==> config.mk <==
export PLATFORM = sky130hd
export DESIGN_NAME = uart_frac_baudgen
export DESIGN_NICKNAME = d
export VERILOG_FILES = /design/src/rtl/ufb_pkg.sv /design/src/rtl/ufb_cfg_regs.sv /design/src/rtl/ufb_frac_stage.sv /design/src/rtl/ufb_int_divider.sv /design/src/rtl/uart_frac_baudgen.sv
export SDC_FILE = /design/constraint.sdc
export NUM_CORES = 1
export LEC_CHECK = 0
export BUFFER_PORTS_ARGS = -buffer_cell sky130_fd_sc_hd__buf_2
export CAP_MARGIN = 10
export CORE_ASPECT_RATIO = 0.9
export CORE_MARGIN = 2
export CORE_UTILIZATION = 45
export CTS_CLUSTER_SIZE = 14
export DETAILED_ROUTE_END_ITERATION = 16
export GPL_TIMING_DRIVEN = 0
export PLACE_DENSITY = 0.64
export SYNTH_ARGS = -nofsm -noshare
export SYNTH_HDL_FRONTEND = slang
export SYNTH_SLANG_ARGS = --single-unit
==> constraint.sdc <==
create_clock -name clk -period 5.7 [get_ports clk]
set_input_delay 0.57 -clock clk [delete_from_list [all_inputs] [get_ports clk]]
set_output_delay 0.57 -clock clk [all_outputs]
set_load 0.02 [all_outputs]
==> src/rtl/ufb_pkg.sv <==
package ufb_pkg;
    typedef enum logic {
        FS_BYPASS = 1'b0,
        FS_ACCUM  = 1'b1
    } frac_state_e;
endpackage

==> src/rtl/ufb_cfg_regs.sv <==
module ufb_cfg_regs #(
    parameter int DATA_W    = 32,
    parameter int BYTE_W    = 8,
    parameter int DIV_BYTES = 2,
    parameter int FW        = 4,
    parameter int ADDR_W    = 2
) (
    input  logic                        clk,
    input  logic                        rst_n,
    input  logic                        wr_en,
    input  logic [ADDR_W-1:0]           wr_addr,
    input  logic [DATA_W-1:0]           wr_data,
    input  logic [ADDR_W-1:0]           rd_addr,
    output logic [DATA_W-1:0]           rd_data,
    output logic [DIV_BYTES*BYTE_W-1:0] dl_o,
    output logic [FW-1:0]               add_o,
    output logic [FW-1:0]               mul_o,
    output logic                        clr_o,
    output logic                        frac_wr_o,
    output logic                        invalid_o
);
    localparam int DIV_W     = DIV_BYTES * BYTE_W;
    localparam int FRAC_ADDR = DIV_BYTES;

    logic [BYTE_W-1:0] div_byte [DIV_BYTES];
    logic [FW-1:0]     add_q, mul_q;
    logic              unused_hi;

    assign unused_hi = ^wr_data[DATA_W-1:2*FW];

    for (genvar b = 0; b < DIV_BYTES; b++) begin : g_div
        always_ff @(posedge clk) begin
            if (!rst_n)
                div_byte[b] <= (b == 0) ? BYTE_W'(1) : '0;
            else if (wr_en && wr_addr == ADDR_W'(b))
                div_byte[b] <= wr_data[BYTE_W-1:0];
        end
        assign dl_o[b*BYTE_W +: BYTE_W] = div_byte[b];
    end

    assign frac_wr_o = wr_en && (wr_addr == ADDR_W'(FRAC_ADDR));
    assign clr_o     = wr_en;

    always_ff @(posedge clk) begin
        if (!rst_n) begin
            add_q <= '0;
            mul_q <= FW'(1);
        end else if (frac_wr_o) begin
            add_q <= wr_data[FW-1:0];
            mul_q <= wr_data[2*FW-1:FW];
        end
    end

    assign add_o = add_q;
    assign mul_o = mul_q;
    assign invalid_o = (mul_q == '0) || (add_q == '1) || (add_q >= mul_q);

    always_comb begin
        rd_data = '0;
        if (rd_addr == ADDR_W'(FRAC_ADDR))
            rd_data[2*FW-1:0] = {mul_q, add_q};
        else
            for (int b = 0; b < DIV_BYTES; b++)
                if (rd_addr == ADDR_W'(b))
                    rd_data[BYTE_W-1:0] = div_byte[b];
    end


    frac_load_chk: assert property (@(posedge clk) disable iff (!rst_n)
        frac_wr_o |=> (mul_q == $past(wr_data[2*FW-1:FW])) && (add_q == $past(wr_data[FW-1:0])));


    div_width_chk: assert property (@(posedge clk) disable iff (!rst_n)
        (wr_en && wr_addr == '0) |=> (dl_o[BYTE_W-1:0] == $past(wr_data[BYTE_W-1:0])));

    initial assert (DIV_W <= DATA_W);
endmodule

==> src/rtl/ufb_frac_stage.sv <==
module ufb_frac_stage
    import ufb_pkg::*;
#(
    parameter int FW = 4
) (
    input  logic          clk,
    input  logic          rst_n,
    input  logic          clr_i,
    input  logic          frac_wr_i,
    input  logic [FW-1:0] wr_add_i,
    input  logic [FW-1:0] add_i,
    input  logic [FW-1:0] mul_i,
    input  logic          invalid_i,
    output logic          en_o
);
    localparam int ACC_W = FW + 2;

    frac_state_e      state_q, state_d;
    logic [ACC_W-1:0] acc_q, acc_d, sum, modulus;

    assign modulus = ACC_W'(mul_i) + ACC_W'(add_i);
    assign sum     = acc_q + ACC_W'(mul_i);

    // state register: moves only on a fractional register write
    always_comb begin
        state_d = state_q;
        if (frac_wr_i)
            state_d = (wr_add_i == '0) ? FS_BYPASS : FS_ACCUM;
    end

    always_ff @(posedge clk) begin
        if (!rst_n) state_q <= FS_BYPASS;
        else        state_q <= state_d;
    end

    // outputs and accumulator update
    always_comb begin
        en_o  = 1'b0;
        acc_d = '0;
        unique case (state_q)
            FS_BYPASS: begin
                en_o  = 1'b1;
                acc_d = '0;
            end
            FS_ACCUM: begin
                if (sum >= modulus) begin
                    en_o  = 1'b1;
                    acc_d = sum - modulus;
                end else begin
                    acc_d = sum;
                end
            end
            default: begin
                en_o  = 1'b0;
                acc_d = '0;
            end
        endcase
    end

    always_ff @(posedge clk) begin
        if (!rst_n || clr_i) acc_q <= '0;
        else                 acc_q <= acc_d;
    end


    state_sync_chk: assert property (@(posedge clk) disable iff (!rst_n)
        (state_q == FS_BYPASS) |-> (add_i == '0));


    bypass_acc_chk: assert property (@(posedge clk) disable iff (!rst_n)
        (state_q == FS_BYPASS) |-> (acc_q == '0));


    acc_bound_chk: assert property (@(posedge clk) disable iff (!rst_n)
        (!invalid_i && state_q == FS_ACCUM) |-> (acc_q < modulus));


    acc_clear_chk: assert property (@(posedge clk) disable iff (!rst_n)
        clr_i |=> (acc_q == '0));
endmodule

==> src/rtl/ufb_int_divider.sv <==
module ufb_int_divider #(
    parameter int DIV_W = 16
) (
    input  logic             clk,
    input  logic             rst_n,
    input  logic             clr_i,
    input  logic             en_i,
    input  logic [DIV_W-1:0] dl_i,
    output logic             tick_o
);
    logic [DIV_W-1:0] cnt_q, dl_eff;
    logic             last;

    assign dl_eff = (dl_i == '0) ? DIV_W'(1) : dl_i;
    assign last   = (cnt_q == dl_eff - DIV_W'(1));

    always_ff @(posedge clk) begin
        if (!rst_n || clr_i) begin
            cnt_q  <= '0;
            tick_o <= 1'b0;
        end else begin
            tick_o <= en_i && last;
            if (en_i)
                cnt_q <= last ? '0 : cnt_q + DIV_W'(1);
        end
    end


    cnt_range_chk: assert property (@(posedge clk) disable iff (!rst_n)
        cnt_q < dl_eff);


    clr_tick_chk: assert property (@(posedge clk) disable iff (!rst_n)
        clr_i |=> !tick_o);


    single_pulse_chk: assert property (@(posedge clk) disable iff (!rst_n)
        (tick_o && dl_eff > DIV_W'(1)) |=> !tick_o);


    idle_hold_chk: assert property (@(posedge clk) disable iff (!rst_n)
        (!en_i && !clr_i) |=> $stable(cnt_q) && !tick_o);
endmodule

==> src/rtl/uart_frac_baudgen.sv <==
module uart_frac_baudgen #(
    parameter int DATA_W    = 32,
    parameter int BYTE_W    = 8,
    parameter int DIV_BYTES = 2,
    parameter int FW        = 4,
    parameter int ADDR_W    = 2
) (
    input  logic              clk,
    input  logic              rst_n,
    input  logic              wr_en,
    input  logic [ADDR_W-1:0] wr_addr,
    input  logic [DATA_W-1:0] wr_data,
    input  logic [ADDR_W-1:0] rd_addr,
    output logic [DATA_W-1:0] rd_data,
    output logic              tick16_o,
    output logic              cfg_invalid_o
);
    localparam int DIV_W = DIV_BYTES * BYTE_W;

    logic [DIV_W-1:0] dl;
    logic [FW-1:0]    add_f, mul_f;
    logic             clr, frac_wr, frac_en;

    ufb_cfg_regs #(
        .DATA_W(DATA_W), .BYTE_W(BYTE_W), .DIV_BYTES(DIV_BYTES),
        .FW(FW), .ADDR_W(ADDR_W)
    ) u_cfg (
        .clk(clk), .rst_n(rst_n),
        .wr_en(wr_en), .wr_addr(wr_addr), .wr_data(wr_data),
        .rd_addr(rd_addr), .rd_data(rd_data),
        .dl_o(dl), .add_o(add_f), .mul_o(mul_f),
        .clr_o(clr), .frac_wr_o(frac_wr), .invalid_o(cfg_invalid_o)
    );

    ufb_frac_stage #(.FW(FW)) u_frac (
        .clk(clk), .rst_n(rst_n),
        .clr_i(clr), .frac_wr_i(frac_wr), .wr_add_i(wr_data[FW-1:0]),
        .add_i(add_f), .mul_i(mul_f), .invalid_i(cfg_invalid_o),
        .en_o(frac_en)
    );

    ufb_int_divider #(.DIV_W(DIV_W)) u_div (
        .clk(clk), .rst_n(rst_n),
        .clr_i(clr), .en_i(frac_en), .dl_i(dl),
        .tick_o(tick16_o)
    );


    reset_tick_chk: assert property (@(posedge clk)
        !rst_n |=> !tick16_o);
endmodule

==> results_dict.tcl <==
set metrics [dict create \
    end_kind "flip-flop" \
    arrival_ns 3.93 \
    cellInternalPower_mw 0.577 \
    final.setup.tns_ns 0 \
    finalWorstSetupSlack_ns 1.95 \
    gr-total-overflow 0 \
    vias_per_cell 5.10 \
    nNetsFinal 493 \
    cp_top_family "adder cells" \
    place.gp.congestion 0.887 \
    vdd_ir_drop_max_v 0.000137 \
    synth.yosys.seq_area_share_pct 32.0 \
    critPathMostFrequentCell "fa_1" \
    synth-adder-area-share_pct 8.51 \
    p_seq_share_pct 46.5 \
    worstPathCellList "ha_1 -> fa_1 -> inv_1 -> fa_1 -> nand2b_1 -> a21oi_1 -> o22ai_1 -> nand3_1 -> nand4_2 -> nor4_4 -> buf_6 -> nor3_2" \
    synth-compound-area-share_pct 7.51 \
    switching_share_pct 30.6 \
    die_area_um2 8500 \
    layout_min_cycle_time_ns 3.75 \
    setup_violations 0 \
    powerDensity_nw_per_um2 211 \
    slew_viol_final 0 \
    cts_hold_buf 0 \
    status "finished clean" \
    grt_use_total_pct 17.9 \
    cts_made_buffers 5 \
    synth_flop_cell "dfxtp_1" \
    route.detailed.drc 0 \
    critPathCapture "u_div.cnt_q[10]" \
    synthArstFlopShare_pct 0 \
    clkLatencyLatePin_ns 0.31 \
    path_depth 12 \
    final_layout_size_suffix_gt1_share_pct 17.8 \
    crit_start "u_cfg.mul_o[0]" \
    synth_top_family_by_area "simple AND/OR/NAND/NOR gates" \
    drtIter0Drc 121 \
    post_cts_resized 0 \
    seq_area_um2 1120 \
    netlist_instances 379 \
    fin_skew_ns 0.00532 \
    grt_antenna_before_repair 0 \
    synth_enable_flop_cells 16 \
    io_pins 73 \
    synthMuxAreaShare_pct 5.87 \
    vias 2700 \
    cp.required_ns 5.88 \
    maxSlewHeadroom_pct 25.2 \
    nFillCells 726 \
    synth_xor_area_share_pct 11.3 \
    rr_worst_depth 12 \
    r2r_setup_slack_ns 1.95 \
    cts_num_sinks 48 \
    cts.reportedPaths.clkPinSlew_ns 0.10 \
    clock_path_buffers 2 \
    htree_levels 2 \
    clockPowerShare_pct 32.3 \
    leakagePower_nw 1.68 \
    die_h_um 87.6 \
    grt_setup_unrepaired "no" \
    wirelength_mm 7.44 \
    hold_violations 0 \
    grt_start_max_net_pins 18 \
    routedWlPerCell_um 14.1 \
    avgSynthCellArea_um2 9.23 \
    hpwl_mm 5.95 \
    core_um2 7540 \
    min_path_type "in2reg" \
    switchingPower_mw 0.255 \
    grt_pass1_wl_mm 12.4 \
    ys_ff_latch 48 \
    rr_endpoint "u_div.cnt_q[10]" \
    syn_to_final_growth_pct 12.6 \
    critical_path.max_fanout 10 \
    synth_area_um2 3500 \
    critPathMaxStageDelay_ns 0.53 \
    fin_crit_sh_pct 65.7 \
    post_cts_buffers 0 \
    ys_types 50 \
    cts_tree "yes" \
    r2r-start "u_cfg.mul_o[0]" \
    fmax_ghz 0.267 \
    post-place-ws_ns 1.97 \
    startpoint_type "flip-flop" \
    maxCapViolCount 0 \
    yosys_warnings 0 \
    crit_type "reg2reg" \
    initial_core_util_pct 46.4 \
    root_buffer "clkbuf_8" \
    multiInputGateArea_um2 2190 \
    rows 30 \
    crit_path_top_delay_cell "fa_1" \
    drtAntennaViolNets 0 \
    worst_pin_slew_ns 1.11 \
    dr.pass1.iters 4 \
    die_w_um 96.9 \
    p_comb_share_pct 21.2 \
    crit_buf_inv 2 \
    antenna_cells 0 \
    port_buffers 23 \
    grt_pass1_vias 2530 \
    yosys.area_share.simple_pct 26.9 \
]
## through the flow
| step | power [mW] | hold WS [ns] | instance area, µm² | cells | util, % |
|---|---|---|---|---|---|
| after floorplan | 0.528 | 0.499 | 3580 | 402 | - |
| after global placement | 0.567 | 0.531 | 3820 | 521 | 50.6 |
| after detailed placement | 0.569 | 0.548 | 3820 | 521 | 50.6 |
| after CTS | 0.834 | 0.532 | 3940 | 529 | 52.2 |
| after global routing | 0.865 | 0.542 | 3940 | 529 | 52.2 |
| final | 0.831 | 0.528 | 3940 | 529 | 52.2 |
## cell usage in the layout, fill, tap and decap left out, drive strengths merged, types with 7 or more instances in the layout
cell and instances:
a21oi 13, and2 19, buf 49, clkbuf 12, conb 24, dfxtp 32
edfxtp 16, ha 19, inv 16, mux2i 19, nand2 26, nand2b 10
nand3 13, nand4 11, nor2 18, nor2b 12, nor3 18, nor4 7
o21ai 12, xnor2 23, xor2 22
## final cells by class
cell class / instances / share of cell area, %
multi-input combinational: 307 / 55.6
sequential: 48 / 28.5
buffer: 33 / 5.62
tap: 96 / 3.05
timing repair buffer: 23 / 2.92
clock buffer: 5 / 1.75
inverter: 14 / 1.33
clock inverter: 3 / 1.27
## power groups by stage
stage | clock network, mW | logic, mW | registers [mW]
after floorplan | 0 | 0.141 | 0.387
after global routing | 0.281 | 0.195 | 0.389
after detailed placement | 0 | 0.175 | 0.394
after global placement | 0 | 0.173 | 0.394
after CTS | 0.271 | 0.176 | 0.386
final | 0.268 | 0.177 | 0.386
## Yosys cell counts (all sizes together), types with 14 or more instances
cell	n	area share, %
xor2	22	5.5
inv	14	1.5
ha	19	6.8
and2	19	3.4
buf	26	5.6
xnor2	23	5.8
nor3	18	4.1
edfxtp	16	14
nand2	26	2.8
nor2	18	1.9
mux2i	19	5.4
dfxtp	32	18
## sequential cells by signal, summed over array words and instances (netlist names)
register	cells
u_cfg.add_o	4
u_cfg.div_byte	16
u_cfg.mul_o	4
u_div.cnt_q	16
u_div.tick_o	1
u_frac.acc_q	6
u_frac.state_q	1
## kinds of logic after synthesis
family	count (synthesis)
compound gates	43
xor+xnor	45
fa+ha+maj	22
buf+inv	47
flops	48
mux	20
other cells	1
simple gates	153
## worst register-to-register path: cells and delay by family (launching register included)
kind                       cells  cell delay (ns)
buffers and inverters          2             0.32
AOI/OAI and AO/OA              2             0.44
DFF                            1             0.39
and+or+nand+nor                5             1.21
adders and majority gates      3             1.26
## layer usage
metal	routed length, µm	GRT usage (%)
met1	3710	25.2
met2	3410	29.4
met3	269	3.19
met4	51	3.59
met5	0	0
## worst min-delay path by stage
stage | slack (ns) | to | from | cells past startpoint
4_1_cts | 0.53 | u_cfg.mul_o[0] | wr_data[4] | 3
6_report | 0.53 | u_cfg.mul_o[0] | wr_data[4] | 3
3_3_place_gp | 0.53 | u_div.cnt_q[2] | u_div.cnt_q[2] | 2
3_5_place_dp | 0.55 | u_div.cnt_q[2] | u_div.cnt_q[2] | 2
5_1_grt | 0.54 | u_cfg.mul_o[0] | wr_data[4] | 3
2_1_floorplan | 0.50 | u_div.cnt_q[2] | u_div.cnt_q[2] | 2
(Power assumes the default switching activity.)
